<file path="src/rtl/cmp_pkg.sv">
package cmp_pkg;
  parameter int unsigned W = 4;
  localparam int unsigned MSB = W - 1;

  typedef struct packed {
    logic cf;
    logic nf;
    logic zf;
    logic vf;
  } flags_t;

  typedef struct packed {
    logic eq;
    logic lt;
    logic le;
    logic ge;
    logic gt;
  } rel_t;
endpackage

</file>
<file path="src/rtl/cla_sub.sv">
module cla_sub
  import cmp_pkg::*;
(
  input  logic [W-1:0] a_i,
  input  logic [W-1:0] b_i,
  output logic [W-1:0] diff_o,
  output logic [W-1:0] carry_o
);
  logic [W-1:0] gen, prop, cin_bit;
  logic         cin;

  assign cin = 1'b1;

  genvar i;
  generate
    for (i = 0; i < W; i++) begin : g_gp
      assign gen[i]  = a_i[i] & ~b_i[i];
      assign prop[i] = a_i[i] ^ ~b_i[i];
    end
  endgenerate

  // flattened lookahead: carry i = OR over j of gen[j] & prop[i:j+1], plus prop[i:0] & cin
  always_comb begin
    for (int k = 0; k < W; k++) begin
      logic acc, term;
      term = cin;
      for (int m = 0; m <= k; m++) term = term & prop[m];
      acc = term;
      for (int j = 0; j <= k; j++) begin
        term = gen[j];
        for (int m = j + 1; m <= k; m++) term = term & prop[m];
        acc = acc | term;
      end
      carry_o[k] = acc;
    end
  end

  generate
    for (i = 0; i < W; i++) begin : g_sum
      if (i == 0) begin : g_lsb
        assign cin_bit[i] = cin;
      end else begin : g_up
        assign cin_bit[i] = carry_o[i-1];
      end
      assign diff_o[i] = prop[i] ^ cin_bit[i];
    end
  endgenerate

  always_comb begin
    a_r8_carry_unsigned: assert (carry_o[W-1] == (a_i >= b_i))
      else $error("carry out disagrees with unsigned order");
  end
endmodule

</file>
<file path="src/rtl/flag_gen.sv">
module flag_gen
  import cmp_pkg::*;
(
  input  logic [W-1:0] diff_i,
  input  logic [W-1:0] carry_i,
  output flags_t       flags_o
);
  assign flags_o.cf = carry_i[MSB];
  assign flags_o.nf = diff_i[MSB];
  assign flags_o.zf = ~|diff_i;
  assign flags_o.vf = carry_i[MSB] ^ carry_i[MSB-1];
endmodule

</file>
<file path="src/rtl/rel_gen.sv">
module rel_gen
  import cmp_pkg::*;
(
  input  flags_t flags_i,
  output rel_t   rel_o
);
  logic less;
  assign less      = flags_i.nf ^ flags_i.vf;
  assign rel_o.eq  = flags_i.zf;
  assign rel_o.lt  = less;
  assign rel_o.le  = less | flags_i.zf;
  assign rel_o.ge  = ~less;
  assign rel_o.gt  = ~(less | flags_i.zf);

  always_comb begin
    a_r10_one_relation: assert ($onehot({rel_o.lt, rel_o.eq, rel_o.gt}))
      else $error("not exactly one of lt/eq/gt");
  end
endmodule

</file>
<file path="src/rtl/signed_cmp4.sv">
module signed_cmp4
  import cmp_pkg::*;
(
  input  logic [3:0] x_i,
  input  logic [3:0] y_i,
  output logic       eq_o,
  output logic       lt_o,
  output logic       le_o,
  output logic       ge_o,
  output logic       gt_o,
  output logic       cf_o,
  output logic       nf_o,
  output logic       zf_o,
  output logic       vf_o
);
  logic [W-1:0] diff, carry;
  flags_t       flags;
  rel_t         rel;

  cla_sub u_sub (.a_i(x_i), .b_i(y_i), .diff_o(diff), .carry_o(carry));
  flag_gen u_flg (.diff_i(diff), .carry_i(carry), .flags_o(flags));
  rel_gen u_rel (.flags_i(flags), .rel_o(rel));

  assign eq_o = rel.eq;
  assign lt_o = rel.lt;
  assign le_o = rel.le;
  assign ge_o = rel.ge;
  assign gt_o = rel.gt;
  assign cf_o = flags.cf;
  assign nf_o = flags.nf;
  assign zf_o = flags.zf;
  assign vf_o = flags.vf;

  always_comb begin
    a_r7_zero_iff_equal: assert (zf_o == (x_i == y_i))
      else $error("zero flag wrong");
    a_r9_ovf_needs_sign_mismatch: assert (!vf_o || (x_i[3] != y_i[3]))
      else $error("overflow with matching signs");
    a_r2_signed_less: assert (lt_o == ($signed(x_i) < $signed(y_i)))
      else $error("signed less wrong");
    a_r6_sign_of_diff: assert (nf_o == diff[3])
      else $error("negative flag not difference sign");
  end
endmodule

</file>
<file path="config.mk">
export PLATFORM = sky130hd
export DESIGN_NAME = signed_cmp4
export DESIGN_NICKNAME = d
export VERILOG_FILES = /design/src/rtl/cmp_pkg.sv /design/src/rtl/cla_sub.sv /design/src/rtl/flag_gen.sv /design/src/rtl/rel_gen.sv /design/src/rtl/signed_cmp4.sv
export SDC_FILE = /design/constraint.sdc
export NUM_CORES = 1
export LEC_CHECK = 0
export BUFFER_PORTS_ARGS = -buffer_cell sky130_fd_sc_hd__buf_2
export CAP_MARGIN = 5
export CORE_AREA = 4 4 41 43
export DETAILED_ROUTE_END_ITERATION = 16
export DIE_AREA = 0 0 45 47
export SYNTH_ARGS = -nofsm -noshare
export SYNTH_HDL_FRONTEND = slang
export SYNTH_HIERARCHICAL = 1
export SYNTH_SLANG_ARGS = --single-unit
</file>
<file path="constraint.sdc">
create_clock -name vclk -period 1.45
set_input_delay 0 -clock vclk [all_inputs]
set_output_delay 0 -clock vclk [all_outputs]
set_load 0.005 [all_outputs]
</file>
# After elaboration in Yosys (flattened, before gate mapping)
# Cells that the tools add are included.
[word_totals]
in_bits = 8
reg_bits = 0
output_inout_bits = 9
wordCells = 42
[op_classes]
n_reduce_logical = 2
bitwise = 40
[op_table]
columns = ["op", "count"]
rows = [
  ["$and 1x1->1", 13],
  ["$or 1x1->1", 11],
  ["$xor 1x1->1", 9],
  ["$not 1->1", 7],
  ["$reduce_or 4->1", 1],
  ["$logic_not 1->1", 1],
]

# Longest topological paths before layout
# Gate-level depths: netlist (run 1).
[logic_depth]
word_depth = 13
depth_mapped = 9
ltp_nobuf = 9

# Hierarchy
# The synthesis (run 1) kept the hierarchy.
[modules_own_cells]
columns = ["mod", "n_inst", "cells_per_inst", "area_each_um2"]
rows = [
  ["cla_sub", 1, 21, 161.4],
  ["rel_gen", 1, 6, 47.5],
  ["flag_gen", 1, 4, 36.3],
]

# Worst setup path after synthesis (run 1)
# OpenSTA, ideal clock, no wires.
[synth_path]
path_type = "input port to output port"
startpoint = "in x_i[0]"
endpoint = "out lt_o"
arrival_time_ps = 1440
cell_stages = 9
path_slack_ps = 10
path_buffers = 1
t_required_ps = 1450
cell_sequence = "inv_1 -> ha_1 -> o211ai_2 -> nand2_2 -> a21o_1 -> xor2_1 -> xnor2_2 -> inv_2 -> buf_4"
[synth_via]
elab_cells_between_ends = 18
classes_between = "bitwise (18)"
[synth_rtl]
columns = ["item", "line", "text"]
rows = [
  ["start, declared", "signed_cmp4.sv:4", "input logic [3:0] x_i,"],
  ["$xor 1x1->1 or $and 1x1->1 (tied branches)", "cla_sub.sv:18, cla_sub.sv:17", ""],
  ["$and 1x1->1 (on tied branches) (2 in series)", "cla_sub.sv:27, cla_sub.sv:31", ""],
  ["$or 1x1->1 (*) (3 in series)", "cla_sub.sv:32", "acc = acc | term;"],
  ["named net carry[2]", "signed_cmp4.sv:16", "logic [W-1:0] diff, carry;"],
  ["$xor 1x1->1 (*)", "flag_gen.sv:11", "assign flags_o.vf = carry_i[MSB] ^ carry_i[MSB-1];"],
  ["named net vf_o", "signed_cmp4.sv:14", "output logic vf_o"],
  ["$xor 1x1->1 (*)", "rel_gen.sv:8", "assign less = flags_i.nf ^ flags_i.vf;"],
  ["end, declared", "signed_cmp4.sv:7", "output logic lt_o,"],
]
# Mark *: on every way through the listed nets, which the timed path passes. The rest lies on a longest branch.

# Worst setup path after layout (run 1)
[layout_path]
startpoint = "in x_i[0]"
endpoint = "out gt_o"
[layout_via]
elab_cells_between_ends = 28
classes_between = "bitwise (26); reduce/logical (2)"
[layout_rtl]
columns = ["item", "line", "text"]
rows = [
  ["$xor 1x1->1 or $and 1x1->1 (tied branches)", "cla_sub.sv:18, cla_sub.sv:17", ""],
  ["$and 1x1->1 (on tied branches) (2 in series)", "cla_sub.sv:27, cla_sub.sv:31", ""],
  ["$or 1x1->1 (*) (3 in series)", "cla_sub.sv:32", ""],
  ["named net carry[2]", "signed_cmp4.sv:16", ""],
  ["$xor 1x1->1", "cla_sub.sv:45", "assign diff_o[i] = prop[i] ^ cin_bit[i];"],
  ["$reduce_or 4->1", "flag_gen.sv:10", "assign flags_o.zf = ~|diff_i;"],
  ["$logic_not 1->1", "flag_gen.sv:10", ""],
  ["$or 1x1->1 (*)", "rel_gen.sv:13", "assign rel_o.gt = ~(less | flags_i.zf);"],
  ["$not 1->1 (*)", "rel_gen.sv:13", ""],
  ["end, declared", "signed_cmp4.sv:10", "output logic gt_o,"],
]
# Marks and branches as above.

==> results.txt, run 1 <==
- Post-synthesis instance area: 241 µm²
- Power Density: 661 nW/µm²
- The flow ran to the end, and the final reports show no timing, DRC or antenna violations.
- Global routing consumed, over all layers together, 5.36% of the routing resources.
- RSZ-0062 raised after global routing: yes
* Cell type of the slowest stage on the worst timing path: sky130_fd_sc_hd__a21o_1
- Number of buffer and inverter instances along the worst setup path: 4
- Gate power share: 100.0%
- The design has 0 sequential cells.
* Fraction of power consumed by the clock network: 0%
- Final hold violations: 0
* Average footprint of a synthesized cell: 8.05 µm²
- Via count: 262
* Leak Pwr: 0.243 nW
* Fraction of layout cells with a size suffix above 1: 75.0%
- The via count of the first global-routing pass is 241.
- The core region is 1300 µm².
- After detailed routing, the number of remaining DRC violations is 0.
- Starting utilization of the core area: 18.6%
- Number of clock buffer instances in the layout: 0
- Biggest cell delay along the critical path: 0.20 ns
- Area added between synthesis and finish: 81.3%
- Ratio of final minimum period to clock period: 97.7%
- Die Ht: 47 µm
- The detailed router finished its first iteration with 0 violations.
- After filler insertion, the fill cell instance count of the layout stands at 149.
- Based on the critical path, the design can be clocked at up to 706 MHz.
- Die outline width: 45 µm
* WL met2: 298 µm
- The number of placed instances, taps included, is 65.
- Max-slew violations: 0
- Post-CTS Hold Fix Bufs: 0
- Mean routed wirelength per cell: 8.07 µm
* Non-filler cells, final: 67
* Iteration count of the initial detailed-routing pass: 1
- The worst setup path is of the in -> out kind.
* Placer congestion estimate: 0.699
* Worst supply voltage drop on vdd: 0.166 mV
- First-pass GRT wire length: 917 µm
- Number of setup violations in the final report: 0
- Entering global routing, the biggest net connects 5 pins.
- Measured against its own limit, the worst slew margin works out to 85.8%.
* Post-layout minimum cycle time: 1.42 ns
* Final net count: 67
- STA classifies the critical path startpoint as an input pin.
- Data required time at the worst endpoint: 1.45 ns
- STA classifies the critical path endpoint as an output port.
- Most common cell type on the critical path: sky130_fd_sc_hd__buf_6
- Warnings from Yosys: 6
- For this run the aggregate overflow at the end of global routing stands at 0.
* Worst hold stages: 5
- Final WL: 541 µm
- Multi-input gate area: 230 µm²
- Cell family with the largest share of critical-path delay: XOR/XNOR gates
* Post-Synthesis Net Count: 43
* Max-Cap Viols: 0
- Of the total power, the share spent switching nets is 44.6%.
* Slew @ Worst Pin: 0.212 ns
* IO buf count: 17
* Critical Path AT: 1.42 ns
- The critical path goes through buf_6 > buf_6 > ha_4 > o211ai_2 > nand2_2 > a21o_1 > xor2_2 > xnor2_2 > inv_2 > nor2_2 > buf_2.
- For this design the top-level I/O count stands at 17.
* Antenna violations before repair: 0
- In this run the remaining antenna-violating nets after routing total 0.
- Floorplan die area: 2120 µm²
- The share of total power dissipated in sequential elements is 0%.
- The floorplan has 13 rows.
- The sequential cells in the finished layout cover a total of 0 µm².
* Total net switching power: 0.000129 W
* Vias per cell: 3.91
* Path category of the worst min-delay check: in -> out
- Worst Hold Launch: x_i[3]
- Instance count of the mapped netlist: 30
- End point of the most critical hold path: nf_o
- After detailed routing, the wire length on met1 is 188 µm.
- Highest metal layer with signal wires: met3
* Largest driver fanout on the critical path: 3
- Final cell utilization of the core: 33.7%
- After detailed routing, the met3 layer carries 54 µm of wire.
- 0 antenna diodes ended up in the layout.
- The internal power of the cells totals 0.000160 W.
## layout by cell type, fill, tap and decap left out
cell	n
sky130_fd_sc_hd__buf_2	16
sky130_fd_sc_hd__a21oi_2	1
sky130_fd_sc_hd__ha_1	2
sky130_fd_sc_hd__a21o_1	1
sky130_fd_sc_hd__nor2_2	1
sky130_fd_sc_hd__xor2_1	2
sky130_fd_sc_hd__ha_4	3
sky130_fd_sc_hd__buf_6	2
sky130_fd_sc_hd__o21ai_1	1
sky130_fd_sc_hd__o211ai_2	1
sky130_fd_sc_hd__nand2b_1	2
sky130_fd_sc_hd__buf_4	8
sky130_fd_sc_hd__nor4_2	1
sky130_fd_sc_hd__inv_1	4
sky130_fd_sc_hd__xor2_2	1
sky130_fd_sc_hd__inv_2	3
sky130_fd_sc_hd__xnor2_1	1
sky130_fd_sc_hd__nand2_2	1
sky130_fd_sc_hd__xnor2_2	1
## how the worst max path moves through the flow
| stage | start | to | slack, ns | cells past startpoint |
|---|---|---|---|---|
| after floorplan | x_i[0] | lt_o | 0.01 | 9 |
| after global placement | x_i[0] | gt_o | -0.09 | 11 |
| after detailed placement | x_i[0] | gt_o | -0.13 | 11 |
| after CTS | x_i[0] | gt_o | 0.02 | 11 |
| after global routing | x_i[0] | gt_o | -0.08 | 11 |
| final | x_i[0] | gt_o | 0.03 | 11 |
## stage by stage
| stage | setup WS, ns | power, W | TNS, ns | hold WS, ns | instance area (µm²) |
|---|---|---|---|---|---|
| after CTS | 0.0212 | 0.000290 | 0 | 0.565 | 430 |
| after floorplan | 0.00998 | 0.000175 | 0 | 0.318 | 241 |
| after global routing | -0.0821 | 0.000322 | -0.168 | 0.633 | 438 |
| after detailed placement | -0.126 | 0.000266 | -0.373 | 0.440 | 368 |
| after global placement | -0.0874 | 0.000259 | -0.194 | 0.444 | 368 |
| final | 0.0330 | 0.000289 | 0 | 0.588 | 438 |
## worst min-delay path, stage by stage
cell and delay, ns:
sky130_fd_sc_hd__buf_2 0.08, sky130_fd_sc_hd__ha_1 0.15, sky130_fd_sc_hd__xor2_1 0.09, sky130_fd_sc_hd__buf_4 0.14, sky130_fd_sc_hd__buf_2 0.12
## per-layer routing
metal  track usage, %  vias to the layer above
met5                0                        -
met2             12.1                       10
li1                 -                      133
met3                0                        0
met4                0                        0
met1             5.64                      119
## timing repair
item	in CTS	in global routing
endpoints found under the setup margin	4	4
resized for setup	8	1
buffers inserted	1	1
endpoints found under the hold margin	0	0
pin swaps	6	0
## final cells by class
type               instances  share of cell area (%)
inverters                  7                    6.00
multi-input cells         19                    52.6
well taps                 15                    4.29
repair buffers            26                    37.1
## power by group through the flow
stage / Sequential, W / Combinational [W] / Clock (W)
2_1_floorplan: 0 / 0.000175 / 0
3_3_place_gp: 0 / 0.000259 / 0
3_5_place_dp: 0 / 0.000266 / 0
4_1_cts: 0 / 0.000290 / 0
5_1_grt: 0 / 0.000322 / 0
6_report: 0 / 0.000289 / 0
No activity file was read; power rests on OpenSTA's default activity.
==> run 2: changes to the inputs <==
==> constraint.sdc (replaced) <==
create_clock -name vclk -period 1.45
set_input_delay 0.0725 -clock vclk [all_inputs]
set_output_delay 0.0725 -clock vclk [all_outputs]
set_load 0.005 [all_outputs]
==> run 2 against run 1 <==
  * Final area shrank 0.86%
  * Wire length shrank 9.4%
  * The flow now finishes with violations (setup timing)
  * Worst hold slack improved by 0.079 ns
  * Largest power group unchanged
  * Highest routed layer unchanged
==> results.txt, run 2 (synthesized netlist as in run 1, its figures left out) <==
- The post-route standard cell area excluding fillers was 434 µm² (-0.86%).
* Antenna cell count: 0 (unchanged)
- Cells along the critical path: buf_2 > ha_4 > a21oi_2 > nand2_2 > a21o_1 > xor2_2 > xnor2_2 > inv_2 > nor2_2 > buf_2
- The wire length reported by the detailed router is 490 µm (-9.4%).
- Cell type of the slowest stage on the worst timing path: sky130_fd_sc_hd__ha_4
* Leak Pwr: 0.231 nW (-5.1%)
- Slew @ Worst Pin: 0.248 ns (+0.0361 ns)
- The layout sequential cell count was 0 (unchanged).
* Die outline width: 45 µm (unchanged)
* Outcome: finished, violations left
* Overall track demand over capacity in global routing: 4.89% (-0.47 points)
* Number of setup violations in the final report: 3 (+3)
- The final worst-path cycle share is 104% (+6.0 points).
* Biggest cell delay along the critical path: 0.25 ns (+0.05 ns)
- The area of the die came to 2120 µm² (unchanged).
* Critical Path Start: x_i[2]
- Capturing element type of the critical path: output port
* Critical path startpoint category: input pin
* Number of global-route vias before repair: 213 (-12%)
* Most common cell type on the critical path: sky130_fd_sc_hd__buf_2
- Power Density: 649 nW/µm² (-1.7%)
* Worst path setup slack after routing: -0.0539 ns (-0.0869 ns)
- Max-Cap Viols: 0 (unchanged)
* First-pass GRT wire length: 793 µm (-14%)
- The initial core utilization came to 18.6% (unchanged).
- Largest driver fanout on the critical path: 3 (unchanged)
- Hold Worst Slack: 0.667 ns (+0.0789 ns)
* Worst slew slack as a fraction of its limit: 83.5% (-2.4 points)
- Worst Hold Launch: x_i[3]
- The number of hold violations in the final report came to 0 (unchanged).
* Overflow left after global routing: 0 (unchanged)
* Worst setup path class: in -> out
* ANT nets after route: 0 (unchanged)
- Cell family with the largest share of critical-path delay: XOR/XNOR gates
* Pin count of the biggest net entering global routing: 4 (-1)
* Highest Clock Rate: 665 MHz (-5.8%)
* Data required time at the worst endpoint: 1.38 ns (-0.07 ns)
* Floorplan core area: 1300 µm² (unchanged)
* Worst supply voltage drop on vdd: 0.134 mV (-19%)
- IO buf count: 17 (unchanged)
- Iteration count of the initial detailed-routing pass: 1 (unchanged)
- The routed length per placed instance was 7.66 µm (-5.2%).
- Number of placement rows: 13 (unchanged)
- The initial DRC count came to 0 (unchanged).
- The data arrival time of the worst path is 1.43 ns (about the same).
- Via count: 241 (-8.0%)
- In the layout the commonest cells are 15 x sky130_fd_sc_hd__buf_2, 6 x sky130_fd_sc_hd__buf_4, 4 x sky130_fd_sc_hd__inv_1, 3 x sky130_fd_sc_hd__ha_4.
- Final net count: 64 (-4.5%)
* Top-level I/O count: 17 (unchanged)
- The number of antenna violations at the first check in global routing was 0 (unchanged).
- Vias per cell: 3.77 (-3.7%)
* Die Ht: 47 µm (unchanged)
* Placer congestion estimate: 0.578 (-17%)
- The sum of negative setup slack is -0.0846 ns (-0.0846 ns).
* Post-layout minimum cycle time: 1.50 ns (+0.0869 ns)
- Detailed placement finished with a half-perimeter wire length of 437 µm.
* Post-detailed-route DRC marker count: 0 (unchanged)
- Path category of the worst min-delay check: in -> out
- Leaving out fill and tap cells, the most frequent cell in the layout is sky130_fd_sc_hd__buf_2.
- Fraction of layout cells with a size suffix above 1: 77.6% (+2.6 points)
* Area added between synthesis and finish: 79.8%
- The final reports fail on setup timing.
* Number of buffer and inverter instances along the worst setup path: 3 (-1)
- Area occupied by registers: 0 µm² (unchanged)
- Max-slew violations: 0 (unchanged)
* Placed Area: 385 µm² (+4.8%)
- Number of clock buffer instances in the layout: 0 (unchanged)
- RSZ-0062 raised after global routing: yes
## run 2: layer usage
| layer | vias to the layer above | routed length (µm) | global-route usage, % | part of all wire, % |
|---|---|---|---|---|
| met5 | - | 0 | 0 | 0 |
| met3 | 0 | 49 | 0 | 10 |
| met2 | 10 | 272 | 11.3 | 56 |
| met4 | 0 | 0 | 0 | 0 |
| met1 | 103 | 167 | 4.97 | 34 |
| li1 | 128 | - | - | - |
## run 2: final timing paths
path	end	slack, ns	cells past startpoint
min	nf_o	0.67	4
max	gt_o	-0.05	10
## run 2: layout make-up
class	count	area, µm²
fill	151	867
inverter	7	28.8
multi-input combinational	19	240
tap	15	18.8
timing repair buffer	23	146
## run 2: tightest hold or removal path: stages
cell	delay (ns)
sky130_fd_sc_hd__buf_2	0.08
sky130_fd_sc_hd__ha_1	0.19
sky130_fd_sc_hd__xor2_2	0.12
sky130_fd_sc_hd__buf_2	0.13
## run 2: per-stage QoR
stage          setup WS (ns)  cells  utilization (%)  power (W)
2_1_floorplan        0.00726     30                -   0.000186
3_3_place_gp          -0.151     63             29.6   0.000263
3_5_place_dp          -0.166     63             29.6   0.000268
4_1_cts               -0.126     64             33.1   0.000287
5_1_grt               -0.178     64             33.4   0.000314
6_report             -0.0539     64             33.4   0.000282
## run 2: timing repair
item / CTS / global route
buffers inserted: 1 / 0
resized for setup: 8 / 1
endpoints found under the setup margin: 6 / 6
hold buffers: 0 / 0
pin swaps: 4 / 2
## run 2: report_power, final
group | total, W | internal [W] | switching [W]
Combinational | 0.000282 | 0.000154 | 0.000128
Sequential | 0 | 0 | 0
Clock | 0 | 0 | 0
Total | 0.000282 | 0.000154 | 0.000128
==> run 3: changes to the inputs <==
--- a/config.mk
+++ b/config.mk
@@ -10,6 +10,7 @@
 export CORE_AREA = 4 4 41 43
 export DETAILED_ROUTE_END_ITERATION = 16
 export DIE_AREA = 0 0 45 47
+export PLACE_DENSITY = 0.47
 export SYNTH_ARGS = -nofsm -noshare
 export SYNTH_HDL_FRONTEND = slang
 export SYNTH_HIERARCHICAL = 1
==> run 3 against run 2 <==
  * The run still ends with setup timing left
  * Final cell count rose by 4.7%
  * Worst hold slack gained 0.047 ns
  * Fmax decreased by 4.6%
  * Sequential share of layout area is the same
  * Largest cell class unchanged
  * Largest power group unchanged
==> results.txt, run 3 (synthesized netlist as in run 1, its figures left out) <==
- The via count of the first global-routing pass is 209 (-1.9%).
- The sequential share of power was 0% (unchanged).
- Vias per cell: 3.91 (+3.8%)
- Placed Area: 385 µm² (unchanged)
- The reported net switching power is 0.000138 W (+7.6%).
- The number of vias in the routed layout was 262 (+8.7%).
* Data required time at the worst endpoint: 1.38 ns (about the same)
- The number of ports placed on the die boundary is 17 (unchanged).
- The number of design rule violations left after detail routing is 0 (unchanged).
* Outcome: finished, violations left
* Critical path startpoint category: input pin
* Worst Hold Launch: x_i[3]
- By startpoint and endpoint, the worst setup path is classified as in -> out.
* Worst supply voltage drop on vdd: 0.170 mV (+27%)
- The count of nets after finishing is 67 (+4.7%).
- Floorplan core area: 1300 µm² (unchanged)
- Number of setup violations in the final report: 6 (+3)
- Overflow left after global routing: 0 (unchanged)
- The area of the die was 2120 µm² (unchanged).
- From synthesis to final layout, the design area changed by 102%.
* Critical Path AT: 1.50 ns (+0.07 ns)
* Most frequent standard cell in the layout excluding fill and tap cells: sky130_fd_sc_hd__buf_2
* Post-layout minimum cycle time: 1.58 ns (+0.0722 ns)
* Largest driver fanout on the critical path: 4 (+1)
- Switching part of the total: 44.1% (-1.3 points)
- Gate power share: 100.0% (about the same)
- Die Ht: 47 µm (unchanged)
- The placer's final routability congestion estimate is 0.660 (+14%).
- Number of placement rows: 13 (unchanged)
- The maximum operating frequency is 634 MHz (-4.6%).
* Slew @ Worst Pin: 0.209 ns (-0.0388 ns)
- The layout sequential cell count is 0 (unchanged).
- The most critical setup path has its startpoint at y_i[2].
* Max-slew violations: 0 (unchanged)
* Power Density: 642 nW/µm² (-1.2%)
- Hold Worst Slack: 0.714 ns (+0.0471 ns)
- Number of clock buffer instances in the layout: 0 (unchanged)
- The final core utilization came to 37.4% (+4.0 points).
- The number of inserted diodes is 0 (unchanged).
- Initial DRC count: 0 (unchanged)
* Multi-input gate area: 251 µm² (+4.7%)
* Internal: 0.000175 W (+13%)
- Worst path setup slack after routing: -0.126 ns (-0.0722 ns)
- Placed cell count: 63 (unchanged)
- Area occupied by registers: 0 µm² (unchanged)
- The total routing usage reported by global routing was 4.57% (-0.31 points).
- Antenna violations before repair: 0 (unchanged)
* Path category of the worst min-delay check: in -> out
- Worst hold stages: 4 (unchanged)
* End point of the most critical hold path: nf_o
* Max-Cap Viols: 0 (unchanged)
- The reported leakage power came to 0.252 nW (+9.1%).
* Fraction of layout cells with a size suffix above 1: 78.8% (+1.3 points)
- The checks that failed: setup timing.
- Mean routed wirelength per cell: 8.63 µm (+13%)
- Die outline width: 45 µm (unchanged)
- The post-route standard cell area excluding fillers is 487 µm² (+12%).
* Final WL: 578 µm (+18%)
- The number of hold violations in the final report is 0 (unchanged).
- The initial core utilization is 18.6% (unchanged).
- Fill count: 141 (-6.6%)
* Iteration count of the initial detailed-routing pass: 1 (unchanged)
* Non-filler cells, final: 67 (+4.7%)
- Setup repair after global routing could not meet its margin everywhere.
* Capturing element type of the critical path: output port
* Fraction of power consumed by the clock network: 0% (unchanged)
- The maximum number of pins on one net before global-route repair was 5 (+1).
- Worst slew slack as a fraction of its limit: 86.1% (+2.6 points)
* First-pass GRT wire length: 765 µm (-3.5%)
- The total power draw is 0.000312 W (+11%).
* ANT nets after route: 0 (unchanged)
* Commonest cells after routing, fill and taps aside: 13 x sky130_fd_sc_hd__buf_2, 8 x sky130_fd_sc_hd__buf_4, 4 x sky130_fd_sc_hd__buf_6, 4 x sky130_fd_sc_hd__inv_1, 3 x sky130_fd_sc_hd__ha_4
- The final worst-path cycle share was 109% (+5.0 points).
* IO buf count: 17 (unchanged)
## run 3: power groups by stage
stage | combinational, W | sequential (W) | clock [W]
2_1_floorplan | 0.000186 | 0 | 0
3_3_place_gp | 0.000263 | 0 | 0
3_5_place_dp | 0.000263 | 0 | 0
4_1_cts | 0.000300 | 0 | 0
5_1_grt | 0.000344 | 0 | 0
6_report | 0.000312 | 0 | 0
## run 3: what timing repair did
item	CTS	global route
endpoints found under the setup margin	6	6
setup buffers	4	0
endpoints found under the hold margin	0	0
hold buffers	0	0
resized for setup	11	4
pin swaps	9	2
## run 3: worst max-delay path, stage by stage
cell,delay [ns]
sky130_fd_sc_hd__buf_6,0.10
sky130_fd_sc_hd__inv_4,0.04
sky130_fd_sc_hd__ha_4,0.20
sky130_fd_sc_hd__a21oi_2,0.14
sky130_fd_sc_hd__nand2_2,0.09
sky130_fd_sc_hd__buf_6,0.13
sky130_fd_sc_hd__xor2_4,0.16
sky130_fd_sc_hd__nor4_2,0.21
sky130_fd_sc_hd__buf_4,0.16
sky130_fd_sc_hd__nand2b_1,0.09
sky130_fd_sc_hd__buf_2,0.10
## run 3: worst max-delay path by stage
stage                end  cells past startpoint  slack (ns)
floorplan           lt_o                      9       0.007
global placement    le_o                     10       -0.20
detailed placement  le_o                     10       -0.21
CTS                 gt_o                     11       -0.15
global route        le_o                     11       -0.23
finish              le_o                     11       -0.13
## run 3: per-layer routing
layer | vias up | part of all wire, % | global-route usage (%)
li1 | 136 | - | -
met5 | - | 0 | 0
met2 | 17 | 46 | 9.60
met4 | 0 | 0 | 0
met3 | 0 | 18 | 0
met1 | 109 | 36 | 5.43
## run 3: cell type report
type / count / area share (%)
multi-input cells: 19 / 51.7
repair buffers: 26 / 38.0
inverters: 7 / 6.43
well taps: 15 / 3.86
## run 3: stage by stage
step / TNS, ns / setup slack [ns]
5_1_grt: -0.923 / -0.229
4_1_cts: -0.530 / -0.148
3_3_place_gp: -0.735 / -0.200
2_1_floorplan: 0 / 0.00726
3_5_place_dp: -0.770 / -0.212
6_report: -0.319 / -0.126
